[config.mk]
export PLATFORM = sky130hd
export DESIGN_NAME = set_prio_guard
export DESIGN_NICKNAME = d
export VERILOG_FILES = /design/src/rtl/spg_pkg.sv /design/src/rtl/spg_datapath.sv /design/src/rtl/spg_ctrl.sv /design/src/rtl/set_prio_guard.sv
export SDC_FILE = /design/constraint.sdc
export NUM_CORES = 1
export LEC_CHECK = 0
export ABC_AREA = 1
export BUFFER_PORTS_ARGS = -buffer_cell sky130_fd_sc_hd__buf_2
export CAP_MARGIN = 5
export CORE_MARGIN = 8
export CORE_UTILIZATION = 65
export DETAILED_ROUTE_END_ITERATION = 10
export PLACE_DENSITY = 0.78
export RECOVER_POWER = 50
export SLEW_MARGIN = 0
export SYNTH_ARGS = -nofsm -noshare
export SYNTH_HDL_FRONTEND = slang
export SYNTH_HIERARCHICAL = 1
export SYNTH_SLANG_ARGS = --single-unit
[constraint.sdc]
create_clock -name clk -period 6.14 [get_ports clk]
set_input_delay 0.921 -clock clk [delete_from_list [all_inputs] [get_ports clk]]
set_output_delay 0.921 -clock clk [all_outputs]
set_load 0.01 [all_outputs]
[src/rtl/spg_pkg.sv]
package spg_pkg;

  // Sweep controller state
  typedef enum logic {
    SWP_IDLE = 1'b0,
    SWP_RUN  = 1'b1
  } sweep_state_e;

  // Strobes from control to datapath
  typedef struct packed {
    logic claim;      // write reqPrio/reqTask into the requested set
    logic sweepStep;  // examine one set for release this cycle
  } spg_strobe_t;

endpackage

[src/rtl/spg_datapath.sv]
module spg_datapath
  import spg_pkg::*;
#(
  parameter int NUM_SETS = 64,
  parameter int PRIO_W   = 3,
  parameter int TASK_W   = 4,
  localparam int SET_W   = $clog2(NUM_SETS)
) (
  input  logic              clk,
  input  logic              rstN,
  input  spg_strobe_t       strobe,
  input  logic [SET_W-1:0]  reqSet,
  input  logic [PRIO_W-1:0] reqPrio,
  input  logic [TASK_W-1:0] reqTask,
  input  logic [SET_W-1:0]  sweepIdx,
  input  logic [TASK_W-1:0] sweepTask,
  output logic [PRIO_W-1:0] setPrio,
  output logic              accessOk
);

  localparam int PRIO_BITS = NUM_SETS * PRIO_W;
  localparam int TASK_BITS = NUM_SETS * TASK_W;

  logic [PRIO_BITS-1:0] prioFlat;
  logic [TASK_BITS-1:0] ownerFlat;
  logic                 sweepHit;

  // Per-set storage: level and owner
  for (genvar s = 0; s < NUM_SETS; s++) begin : g_set
    logic selAccess;
    logic selSweep;

    assign selAccess = strobe.claim && (reqSet == SET_W'(s));
    assign selSweep  = strobe.sweepStep && (sweepIdx == SET_W'(s)) && sweepHit;

    always_ff @(posedge clk) begin
      if (!rstN) begin
        prioFlat[s*PRIO_W +: PRIO_W]  <= '0;
        ownerFlat[s*TASK_W +: TASK_W] <= '0;
      end else if (selAccess) begin
        prioFlat[s*PRIO_W +: PRIO_W]  <= reqPrio;
        ownerFlat[s*TASK_W +: TASK_W] <= reqTask;
      end else if (selSweep) begin
        prioFlat[s*PRIO_W +: PRIO_W]  <= '0;
      end
    end
  end

  // Read side: level of the addressed set and the owner under the sweep
  assign setPrio  = prioFlat[reqSet*PRIO_W +: PRIO_W];
  assign accessOk = (reqPrio >= setPrio);
  assign sweepHit = (ownerFlat[sweepIdx*TASK_W +: TASK_W] == sweepTask);

  // Capture of the last claim, used only by the checks below
  logic              claimQ;
  logic [SET_W-1:0]  claimSetQ;
  logic [PRIO_W-1:0] claimPrioQ;

  always_ff @(posedge clk) begin
    if (!rstN) begin
      claimQ     <= 1'b0;
      claimSetQ  <= '0;
      claimPrioQ <= '0;
    end else begin
      claimQ     <= strobe.claim;
      claimSetQ  <= reqSet;
      claimPrioQ <= reqPrio;
    end
  end


  claim_write_chk: assert property (@(posedge clk) disable iff (!rstN)
    claimQ |-> prioFlat[claimSetQ*PRIO_W +: PRIO_W] == claimPrioQ);


  hold_state_chk: assert property (@(posedge clk) disable iff (!rstN)
    (!strobe.claim && !strobe.sweepStep) |=> ($stable(prioFlat) && $stable(ownerFlat)));


  sweep_keep_chk: assert property (@(posedge clk) disable iff (!rstN)
    (strobe.sweepStep && !sweepHit) |=> $stable(prioFlat));


  sweep_owner_chk: assert property (@(posedge clk) disable iff (!rstN)
    strobe.sweepStep |=> $stable(ownerFlat));

endmodule

[src/rtl/spg_ctrl.sv]
module spg_ctrl
  import spg_pkg::*;
#(
  parameter int NUM_SETS = 64,
  parameter int TASK_W   = 4,
  localparam int SET_W   = $clog2(NUM_SETS),
  localparam logic [SET_W-1:0] LAST_IDX = SET_W'(NUM_SETS - 1)
) (
  input  logic              clk,
  input  logic              rstN,
  input  logic              reqValid,
  input  logic              doneValid,
  input  logic [TASK_W-1:0] doneTask,
  input  logic              accessOk,
  output logic              grant,
  output logic              deny,
  output logic              busy,
  output spg_strobe_t       strobe,
  output logic [SET_W-1:0]  sweepIdx,
  output logic [TASK_W-1:0] sweepTask
);

  sweep_state_e state;

  always_ff @(posedge clk) begin
    if (!rstN) begin
      state     <= SWP_IDLE;
      sweepIdx  <= '0;
      sweepTask <= '0;
    end else begin
      unique case (state)
        SWP_IDLE: begin
          if (doneValid) begin
            state     <= SWP_RUN;
            sweepIdx  <= '0;
            sweepTask <= doneTask;
          end
        end
        SWP_RUN: begin
          if (sweepIdx == LAST_IDX) begin
            state    <= SWP_IDLE;
            sweepIdx <= '0;
          end else begin
            sweepIdx <= sweepIdx + 1'b1;
          end
        end
        default: state <= SWP_IDLE;
      endcase
    end
  end

  always_comb begin
    busy             = (state == SWP_RUN);
    grant            = reqValid && !busy && accessOk;
    deny             = reqValid && !busy && !accessOk;
    strobe.claim     = grant;
    strobe.sweepStep = busy;
  end


  grant_deny_excl_chk: assert property (@(posedge clk) disable iff (!rstN)
    !(grant && deny));


  sweep_start_chk: assert property (@(posedge clk) disable iff (!rstN)
    (!busy && doneValid) |=> (busy && sweepIdx == '0));


  sweep_step_chk: assert property (@(posedge clk) disable iff (!rstN)
    (busy && $past(busy)) |-> (sweepIdx == $past(sweepIdx) + 1'b1));


  sweep_end_chk: assert property (@(posedge clk) disable iff (!rstN)
    (busy && sweepIdx == LAST_IDX) |=> !busy);


  done_ignored_chk: assert property (@(posedge clk) disable iff (!rstN)
    (busy && doneValid) |=> $stable(sweepTask));

endmodule

[src/rtl/set_prio_guard.sv]
module set_prio_guard
  import spg_pkg::*;
#(
  parameter int NUM_SETS = 64,
  parameter int PRIO_W   = 3,
  parameter int TASK_W   = 4,
  localparam int SET_W   = $clog2(NUM_SETS)
) (
  input  logic              clk,
  input  logic              rstN,
  input  logic              reqValid,
  input  logic [SET_W-1:0]  reqSet,
  input  logic [PRIO_W-1:0] reqPrio,
  input  logic [TASK_W-1:0] reqTask,
  input  logic              doneValid,
  input  logic [TASK_W-1:0] doneTask,
  output logic              grant,
  output logic              deny,
  output logic [PRIO_W-1:0] setPrio,
  output logic              busy
);

  spg_strobe_t       strobe;
  logic              accessOk;
  logic [SET_W-1:0]  sweepIdx;
  logic [TASK_W-1:0] sweepTask;

  spg_ctrl #(
    .NUM_SETS (NUM_SETS),
    .TASK_W   (TASK_W)
  ) u_ctrl (
    .clk       (clk),
    .rstN      (rstN),
    .reqValid  (reqValid),
    .doneValid (doneValid),
    .doneTask  (doneTask),
    .accessOk  (accessOk),
    .grant     (grant),
    .deny      (deny),
    .busy      (busy),
    .strobe    (strobe),
    .sweepIdx  (sweepIdx),
    .sweepTask (sweepTask)
  );

  spg_datapath #(
    .NUM_SETS (NUM_SETS),
    .PRIO_W   (PRIO_W),
    .TASK_W   (TASK_W)
  ) u_dp (
    .clk       (clk),
    .rstN      (rstN),
    .strobe    (strobe),
    .reqSet    (reqSet),
    .reqPrio   (reqPrio),
    .reqTask   (reqTask),
    .sweepIdx  (sweepIdx),
    .sweepTask (sweepTask),
    .setPrio   (setPrio),
    .accessOk  (accessOk)
  );


  stall_quiet_chk: assert property (@(posedge clk) disable iff (!rstN)
    busy |-> !(grant || deny));

endmodule

**Yosys cells after proc, flatten, opt, wreduce, memory -nomap -nowiden**

Cells that the tools add are included.

- Input port bits: 21
- Register bits: 459
- Output and inout port bits: 6
- Word-level logic and storage cells: 663

- Shift-type cells: 2
- Bitwise logic cells: 1
- Multiply operators: 1
- Multiplexer cells: 134
- Reductions and logical operators: 264
- $lt $le $gt $ge: 1
- Equality and inequality tests: 128
- Add/sub/neg operators: 1

Operator list:

| operator | number |
|---|---|
| equality test 6 bit, second input constant | 64 |
| 2-to-1 mux 3 bit | 128 |
| indexed part select 256 x 9 -> 4 bit | 1 |
| logical AND 1 bit | 195 |
| equality test 6 x 5 -> 1 bit, second input constant | 32 |
| indexed part select 192 x 9 -> 3 bit | 1 |
| nonzero test 2 bit | 64 |
| equality test 6 x 4 -> 1 bit, second input constant | 16 |
| equality test 6 x 3 -> 1 bit, second input constant | 8 |
| equality test 6 x 2 -> 1 bit, second input constant | 4 |
| equality test 6 x 1 -> 1 bit, second input constant | 2 |
| logical NOT 6 bit | 2 |
| 2-to-1 mux 6 bit | 2 |
| one-hot mux 6 bit (2 select lines) | 1 |
| multiplier 6 x 2 -> 8 bit, second input constant | 1 |
| adder 6 x 1 -> 6 bit, second input constant | 1 |
| equality test 4 bit | 1 |
| greater-or-equal comparator 3 bit | 1 |
| logical NOT 1 bit | 2 |
| 2-to-1 mux 1 bit | 2 |
| != test 2 bit, second input constant | 1 |
| one-hot mux 1 bit (2 select lines) | 1 |
| AND reduction 2 bit | 1 |
| NOT 1 bit | 1 |

**Longest topological paths before layout**

Gate-level depths: netlist of the first run.

- Depth in word-level cells: 6
- Gate-level depth with buffers: 26
- Depth with buffers taken out: 23

**Modules after synthesis**

Netlist of the first run, hierarchy kept.

Modules (own cells, without submodules):

| module | cells an instance | seq. area each (um^2) | instances | area an instance (um^2) |
|---|---|---|---|---|
| spg_datapath | 3192 | 8968.6 | 1 | 21297.9 |
| spg_ctrl | 77 | 220.2 | 1 | 544.3 |

**Least setup slack after synthesis of the first run**

Ideal clock, no wire load.

- Path type: input-to-reg
- Start: input port reqSet[0]
- End: register u_dp.prioFlat[48]
- Arrival time: 4296 ps
- Stages: 23
- Setup time: 132 ps
- Path buffers: 4
- Required time: 6008 ps
- Path slack: 1712 ps
- Path through: nand2_1 inv_1 clkbuf_1 clkbuf_1 a22oi_1 a21oi_1 nor4_1 o22a_1 o221ai_1 ha_1 nand3_1 o211ai_1 inv_1 nor2_1 buf_4 inv_1 nor2_1 inv_1 clkbuf_1 nor2_1 inv_1 nand3_1 a21oi_1

- Cells in the longest elaborated chain, start to end: 6
- Elaborated cells between the ends (all ways): 8
- Those cells by class: mul: 1; order compare: 1; eq/ne: 1; shift: 1; mux: 1; reduce/logical: 3

Ends and longest elaborated chain:

| element | RTL line | text |
|---|---|---|
| from (decl) | set_prio_guard.sv:12 | `input logic [SET_W-1:0] reqSet,` |
| multiplier 6 x 2 -> 8 bit (*) | spg_datapath.sv:50 | `assign setPrio = prioFlat[reqSet*PRIO_W +: PRIO_W];` |
| indexed part select 192 x 9 -> 3 bit (*) | spg_datapath.sv:50 |  |
| via setPrio[0] | set_prio_guard.sv:19 | `output logic [PRIO_W-1:0] setPrio,` |
| greater-or-equal comparator 3 bit (*) | spg_datapath.sv:51 | `assign accessOk = (reqPrio >= setPrio);` |
| via accessOk | set_prio_guard.sv:24 | `logic accessOk;` |
| logical AND 1 bit (*) | spg_ctrl.sv:54 | `grant = reqValid && !busy && accessOk;` |
| via grant | set_prio_guard.sv:17 | `output logic grant,` |
| logical AND 1 bit (*) | spg_datapath.sv:33 | `assign selAccess = strobe.claim && (reqSet == SET_W'(s));` |
| 2-to-1 mux 3 bit / nonzero test 2 bit (equally long branches) | n/a |  |
| to (signal, indexed assignment) | spg_datapath.sv:41 | `prioFlat[s*PRIO_W +: PRIO_W] <= reqPrio;` |
| to (decl) | spg_datapath.sv:24 | `logic [PRIO_BITS-1:0] prioFlat;` |

The timed path passes the listed nets; every way through them passes the cells marked *.
A chain may end at the register's enable or synchronous reset.

**Worst setup path after layout of the first run**

- Start: input port reqSet[0]
- End: output port deny

- Cells in the longest elaborated chain, start to end: 5

Ends and longest elaborated chain:

| element | RTL line | text |
|---|---|---|
| multiplier 6 x 2 -> 8 bit | spg_datapath.sv:50 |  |
| indexed part select 192 x 9 -> 3 bit | spg_datapath.sv:50 |  |
| greater-or-equal comparator 3 bit | spg_datapath.sv:51 |  |
| via accessOk | set_prio_guard.sv:24 |  |
| logical NOT 1 bit | spg_ctrl.sv:55 | `deny = reqValid && !busy && !accessOk;` |
| logical AND 1 bit | spg_ctrl.sv:55 |  |
| to (decl) | set_prio_guard.sv:18 | `output logic deny,` |

The timed path passes the listed nets, and every way through them passes these cells.

==> flow_metrics.env, run 1 <==
export IMPL_status="finished with violations"
export IMPL_violations="capacitance limit, slew limit"
export IMPL_rows=67
export IMPL_min_path_cells=2
export IMPL_cts_setup_buffers=0
export IMPL_postCtsHoldBufs=0
export IMPL_max_stage_delay_ns=0.59
export IMPL_p_total_w=0.00655
export IMPL_synth_nets=3294
export IMPL_clk_latency_ns=0.59
export IMPL_io_buffers=26
export IMPL_routed_wl_um=74000
export IMPL_hold_viol=0
export IMPL_worstMarginPinSlew_ns=2.91
export IMPL_synth_distinct_cells=38
export IMPL_r2r_setup_slack_ns=1.48
export IMPL_cts_buffers=48
export IMPL_layout_nets=3214
export IMPL_ys_seq_elements=459
export IMPL_hp_start="u_dp/prioFlat[36]$_SDFFE_PN0P_"
export IMPL_synth_cells=3269
export IMPL_hold_path_class="reg -> reg"
export IMPL_worst_r2r_startpoint="u_ctrl/sweepIdx[0]$_SDFFE_PN0P_"
export IMPL_vdd_drop_max_mv=0.247
export IMPL_clock_tree_root_cell="clkbuf_16"
export IMPL_grtUsageTotal_pct=36.5
export IMPL_slowest_stage="or4_1"
export IMPL_htree_levels=2
export IMPL_yosysWarnings=6
export IMPL_cts_resized=0
export IMPL_p_per_area_nw_per_um2=277
export IMPL_coreArea_um2=33300
export IMPL_setup_viol=0
export IMPL_cap_violations=2
export IMPL_syn_area_per_cell_um2=6.68
export IMPL_antenna_found_initial=1
export IMPL_vias=22700
export IMPL_synth_area_um2=21800
export IMPL_crit_chain="clkbuf_1, inv_1, nand2_1, inv_1, clkbuf_1, a22oi_1, a21oi_1, or4_1, nand2_1, nand4_1, inv_1, ha_1, a21oi_1, o211ai_1, nor2_1, buf_2"
export IMPL_drc=0
export IMPL_drt_first_pass_iters=7
export IMPL_rsz0062_at_grt="no"
export IMPL_drive_gt1_share_pct=6.36
export IMPL_path_clk_slew_ns=0.06
export IMPL_synth_edff_count=0
export IMPL_fin_skew_ns=0.0239
export IMPL_start_util_pct=65.6
export IMPL_synth_ff_type="dfxtp_1"
export IMPL_gp_congestion=1.01
export IMPL_critPathBufInv=6
export IMPL_grt_max_degree=112
export IMPL_antenna_cells=0
export IMPL_area_delta_synth_final_pct=8.07
export IMPL_post_dp_hpwl_um=46900
export IMPL_reg2regPathDepth=20
export IMPL_synth_async_sr_flop_share_pct=0
export IMPL_cts_sinks=459
export IMPL_grt_pass1_wl_um=115000
export IMPL_cp_top_family="buffers and inverters"
export IMPL_grt_pass1_vias=21200
export IMPL_critPathKind="in -> out"
export IMPL_endpoint_kind="output port"
export IMPL_avgRoutedWirePerCell_um=20.2
export IMPL_setup_ws_ns=0.616
export IMPL_preCtsSetupSlack_ns=0.606
export IMPL_p_leak_nw=9.25
export IMPL_relSlewSlack_pct=-93.8
export IMPL_startpoint_type="input port"
export IMPL_fin_crit_sh_pct=90.0
export IMPL_cp_data_required_time_ns=5.22
export IMPL_clockBufferDepth=3
export IMPL_die_x_um=199
export IMPL_fin_tns_setup_ns=0
export IMPL_cp_common_cell="inv_1"
export IMPL_first_iter_violations=3126
export IMPL_rr_endpoint="u_dp/prioFlat[168]$_SDFFE_PN0P_"
export IMPL_dieArea_um2=39700
export IMPL_pin_count=27
export IMPL_vias_per_cell=6.18
export IMPL_max_freq_mhz=181
export IMPL_gr_total_overflow=0
export IMPL_min_period_ns=5.52
export IMPL_cts_tree="built"
export IMPL_die_h_um=199
export IMPL_postRouteAntennaNets=0
export IMPL_hold_end="u_dp/prioFlat[36]$_SDFFE_PN0P_"
export IMPL_arrival_ns=4.60
export IMPL_final_max_slew_viol_count=126
export IMPL_seq_area_frac_synth_pct=42.1
export IMPL_worst_path_max_fanout=18
==> report_power, final <==
| group | internal (W) | leakage (nW) | switching [W] |
|---|---|---|---|
| clock | 0.00191 | 0.835 | 0.00122 |
| sequential | 0.00299 | 3.70 | 0.0000230 |
| combinational | 0.0000629 | 4.71 | 0.000339 |
==> cells in the mapped netlist, types with 7 or more instances <==
library cell	number	area, um2
nand2_1	825	3100
nor2_1	728	2730
dfxtp_1	459	9190
o21ai_0	260	1300
a21oi_1	248	1240
nand3_1	239	1200
clkbuf_1	135	507
inv_1	120	450
a22oi_1	96	721
nand3_2	46	460
buf_1	18	67.6
buf_2	16	80.1
buf_6	10	113
nand3_4	10	175
inv_2	7	26.3
nor4_1	7	43.8
==> how the worst max path moves through the flow <==
stage | from | endpoint | depth (start not counted)
global placement | reqSet[1] | u_dp/prioFlat[50]$_SDFFE_PN0P_ | 22
global route | reqSet[0] | u_dp/prioFlat[97]$_SDFFE_PN0P_ | 23
finish | reqSet[0] | deny | 16
detailed placement | reqSet[1] | u_dp/prioFlat[148]$_SDFFE_PN0P_ | 21
floorplan | reqSet[0] | u_dp/prioFlat[48]$_SDFFE_PN0P_ | 23
CTS | reqSet[0] | deny | 16
==> per-layer routing <==
layer  wire (um)  vias to the layer above  global-route usage, %  part of all wire [%]
li1            -                    10500                      -                     -
met1       28700                    10500                   46.7                    39
met2       31800                     1472                   55.9                    43
met3        9410                      300                   8.62                    13
met4        4110                        2                   20.9                   5.5
met5          13                        -                      0                 0.018
==> area by class of cell <==
type,count,area (um2)
fillers,2857,9680
clock buffers,72,1480
well taps,448,561
inverters,127,483
clock inverters,12,219
flip-flops and latches,459,9190
repair buffers,59,393
multi-input cells,2494,11300
==> layout by cell type (no fill, tap or decap), types with 2 or more instances in the layout <==
master / synthesis / final
dfxtp_1: 459 / 457
ha_1: 4 / 4
nand4_1: 2 / 2
a21oi_1: 248 / 248
buf_4: 4 / 26
nor2_1: 728 / 726
nor4_1: 7 / 7
o21ai_1: 4 / 4
inv_2: 7 / 4
nor2_8: 2 / 2
nand3_2: 46 / 46
nand3_4: 10 / 10
nand3_1: 239 / 239
clkinvlp_4: 0 / 2
a22oi_1: 96 / 96
bufinv_16: 0 / 6
nor2_4: 1 / 3
clkbuf_1: 135 / 16
clkbuf_16: 0 / 49
or4_1: 4 / 4
nor2_2: 3 / 3
nand2_2: 4 / 3
inv_6: 0 / 2
buf_2: 16 / 20
nand2_1: 825 / 826
clkinv_2: 0 / 4
o21ai_0: 260 / 260
nor3_1: 1 / 2
buf_12: 5 / 3
clkbuf_8: 0 / 17
inv_1: 120 / 121
==> through the flow <==
step                cell area [um2]  utilization, %  instances  hold WS, ns
detailed placement            21900            65.9       3587        0.471
finish                        23600            70.9       3671        0.477
floorplan                     21800               -       3269        0.457
global route                  23600            70.9       3671        0.494
global placement              21900            65.9       3587        0.465
CTS                           23600            71.0       3671        0.480
==> flip-flops by register name, summed over array words and instances (netlist names) <==
| register | count |
|---|---|
| u_ctrl/busy | 1 |
| u_ctrl/sweepIdx | 6 |
| u_ctrl/sweepTask | 4 |
| u_dp/ownerFlat | 256 |
| u_dp/prioFlat | 192 |
==> kinds of logic after synthesis <==
family	share of synthesized area, %
and+or+nand+nor	36.0
AOI/OAI and AO/OA	15.3
DFF	42.1
buffers and inverters	6.36
adders and majority gates	0.229
==> tightest hold or removal path, stage by stage (launching register included) <==
cell and delay [ns]:
dfxtp_1 0.31, nand3_1 0.07, a21oi_1 0.05
Power figures use the tool's default switching activity.
==> inputs of run 2 (changes only) <==
- ABC_AREA: 1 -> unset
- MAX_ROUTING_LAYER: unset -> met4
==> run 2 against run 1 <==
Effect of this change:
- the run still ends with capacitance limit, slew limit left
- power shrank 4.5%
- sequential power about the same
- worst hold slack gained 0.010 ns
- first-iteration DRC count decreased by 26%
- register-to-register slack got worse by 1.0 ns
- non-clock buffer count grew 7
- area after synthesis barely moved
- synthesized cell count decreased by 33%
- highest routed layer is now met4
==> flow_metrics.env, run 2 <==
export IMPL_synth_cells=2179
export IMPL_layout_common_cells="dfxtp_1, mux2i_1, nor2_1"
export IMPL_drt_first_pass_iters=6
export IMPL_p_leak_nw=11.2
export IMPL_max_freq_mhz=176
export IMPL_gp_congestion=0.948
export IMPL_grt_max_degree=132
export IMPL_clockBufferDepth=3
export IMPL_relSlewSlack_pct=-89.1
export IMPL_cts_sinks=459
export IMPL_grt_pass1_wl_um=101000
export IMPL_cts_setup_buffers=0
export IMPL_violations="capacitance limit, slew limit"
export IMPL_fin_crit_sh_pct=92.8
export IMPL_worstMarginPinSlew_ns=2.83
export IMPL_pin_count=27
export IMPL_dieArea_um2=39700
export IMPL_yosysMostFrequentCell="dfxtp_1"
export IMPL_p_per_area_nw_per_um2=264
export IMPL_path_clk_slew_ns=0.06
export IMPL_worst_path_max_fanout=43
export IMPL_synthTopCellsByArea="dfxtp_1, mux2i_1, a41o_1"
export IMPL_htree_levels=2
export IMPL_cts_buffers=48
export IMPL_avgRoutedWirePerCell_um=25.1
export IMPL_postRouteAntennaNets=0
export IMPL_seq_area_frac_synth_pct=42.1
export IMPL_antenna_found_initial=1
export IMPL_start_util_pct=65.6
export IMPL_largest_reg_flops=256
export IMPL_cts_tree="built"
export IMPL_p_int_w=0.00481
export IMPL_vias_per_cell=6.83
export IMPL_ys_top_cells_by_count="dfxtp_1, mux2i_1, nor2_1"
export IMPL_fillCellCount=2535
export IMPL_startpoint_type="register"
export IMPL_synth_distinct_cells=45
export IMPL_clk_latency_ns=0.56
export IMPL_die_h_um=199
export IMPL_cap_violations=1
export IMPL_min_path_cells=1
export IMPL_fin_cells=2600
export IMPL_area_delta_synth_final_pct=8.33
export IMPL_reg2regPathDepth=9
export IMPL_met1_usage_pct=43.2
export IMPL_layout_nets=2146
export IMPL_hold_path_class="reg -> reg"
export IMPL_grt_pass1_vias=17200
export IMPL_p_sw_w=0.00144
export IMPL_post_dp_hpwl_um=41300
export IMPL_routed_wl_um=65300
export IMPL_met2_usage_pct=49.5
export IMPL_min_period_ns=5.70
export IMPL_arrival_ns=6.14
export IMPL_synth_nets=2204
export IMPL_antenna_cells=0
export IMPL_gr_total_overflow=0
export IMPL_syn_area_per_cell_um2=10.0
export IMPL_top_register="u_dp/ownerFlat"
export IMPL_first_iter_violations=2326
export IMPL_coreArea_um2=33300
export IMPL_final_max_slew_viol_count=43
export IMPL_vdd_drop_max_mv=0.206
export IMPL_hold_viol=0
export IMPL_grtUsageTotal_pct=33.5
export IMPL_fin_skew_ns=0.0275
export IMPL_clkPwrFrac_pct=45.6
export IMPL_cp_data_required_time_ns=6.58
export IMPL_final_common_cell="dfxtp_1"
export IMPL_setup_viol=0
export IMPL_vias=17700
export IMPL_drc=0
export IMPL_yosysTopAreaCell="dfxtp_1"
export IMPL_synth_ff_type="dfxtp_1"
export IMPL_synth_edff_count=0
export IMPL_rsz0062_at_grt="no"
export IMPL_drive_gt1_share_pct=9.67
export IMPL_grt_busiest_layer="met2"
export IMPL_clock_tree_root_cell="clkbuf_16"
export IMPL_dpl_cell_count=2518
export IMPL_synth_async_sr_flop_share_pct=0
export IMPL_critPathKind="reg -> reg"
export IMPL_status="finished with violations"
export IMPL_io_buffers=26
export IMPL_switching_share_pct=23.0
export IMPL_postCtsHoldBufs=0
export IMPL_endpoint_kind="register"
export IMPL_cts_resized=0
export IMPL_rows=67
export IMPL_fin_util_pct=71.0
export IMPL_reg_top3="u_dp/ownerFlat (256), u_dp/prioFlat (192), u_ctrl/sweepIdx (6)"
export IMPL_p_seq_share_pct=48.2
export IMPL_use_met3_pct=8.59
export IMPL_synth_area_um2=21800
export IMPL_die_x_um=199
export IMPL_yosysWarnings=6
export IMPL_yosys_area_top_type_share_pct=42.1
export IMPL_ys_seq_elements=459
export IMPL_combPwrFrac_pct=6.2
## run 2: worst max-delay path: stages, from the launching register on
cell and delay (ns):
dfxtp_1 2.24, and2_0 1.09, a22oi_1 0.17, nand3_1 0.22
nand4_1 0.15, xor2_1 0.20, nor3_4 0.19, clkbuf_2 0.61
nand3_1 0.34, a41o_1 0.32
## run 2: power groups by stage
stage | registers (W) | clock network (W) | logic, W
global route | 0.00301 | 0.00300 | 0.000403
global placement | 0.00307 | 0 | 0.000370
detailed placement | 0.00307 | 0 | 0.000374
finish | 0.00301 | 0.00285 | 0.000388
floorplan | 0.00306 | 0 | 0.000272
CTS | 0.00301 | 0.00287 | 0.000376
## run 2: cells by family (layout without fill, tap and decap cells)
| group | Yosys count | in the layout | synth area share (%) |
|---|---|---|---|
| AO/OA/AOI/OAI | 283 | 283 | 11.5 |
| XOR/XNOR | 7 | 7 | 0.281 |
| adder cells (fa/ha/maj) | 4 | 4 | 0.229 |
| buffers and inverters | 180 | 153 | 3.47 |
| flip-flops | 459 | 459 | 42.1 |
| multiplexers | 446 | 446 | 24.2 |
| AND/OR/NAND/NOR | 800 | 800 | 18.1 |
## run 2: area by class of cell
type / count / area, um2 / share of cell area (%)
Clock inverter: 6 / 105 / 0.445
Inverter: 6 / 22.5 / 0.0953
Tap cell: 448 / 561 / 2.37
Sequential cell: 459 / 9190 / 38.9
Clock buffer: 75 / 1420 / 6.02
Timing Repair Buffer: 66 / 450 / 1.91
Multi-Input combinational cell: 1540 / 11900 / 50.3
## run 2: final timing paths
path	end	startpoint	slack, ns
max reg2reg	u_dp/prioFlat[119]$_SDFFE_PN0P_	u_ctrl/sweepIdx[0]$_SDFFE_PN0P_	0.44
max	u_dp/prioFlat[119]$_SDFFE_PN0P_	u_ctrl/sweepIdx[0]$_SDFFE_PN0P_	0.44
min	u_dp/prioFlat[2]$_SDFFE_PN0P_	u_dp/prioFlat[2]$_SDFFE_PN0P_	0.49
min reg2reg	u_dp/prioFlat[2]$_SDFFE_PN0P_	u_dp/prioFlat[2]$_SDFFE_PN0P_	0.49
## run 2: stage by stage
stage	hold slack (ns)	setup WS [ns]	cell area [um2]	setup TNS (ns)	total power [W]
floorplan	0.459	0.638	21800	0	0.00333
global placement	0.467	-0.0161	22200	-0.0442	0.00344
detailed placement	0.477	-0.0812	22200	-1.68	0.00345
CTS	0.491	0.483	23700	0	0.00625
global route	0.504	0.257	23600	0	0.00641
finish	0.487	0.443	23600	0	0.00625
## run 2: layer usage
layer	share of wire (%)	up-vias	routed length (um)
met1	40	8622	26200
li1	-	7781	-
met3	12	243	7580
met5	0	-	0
met2	44	1101	28500
met4	4.6	0	3010
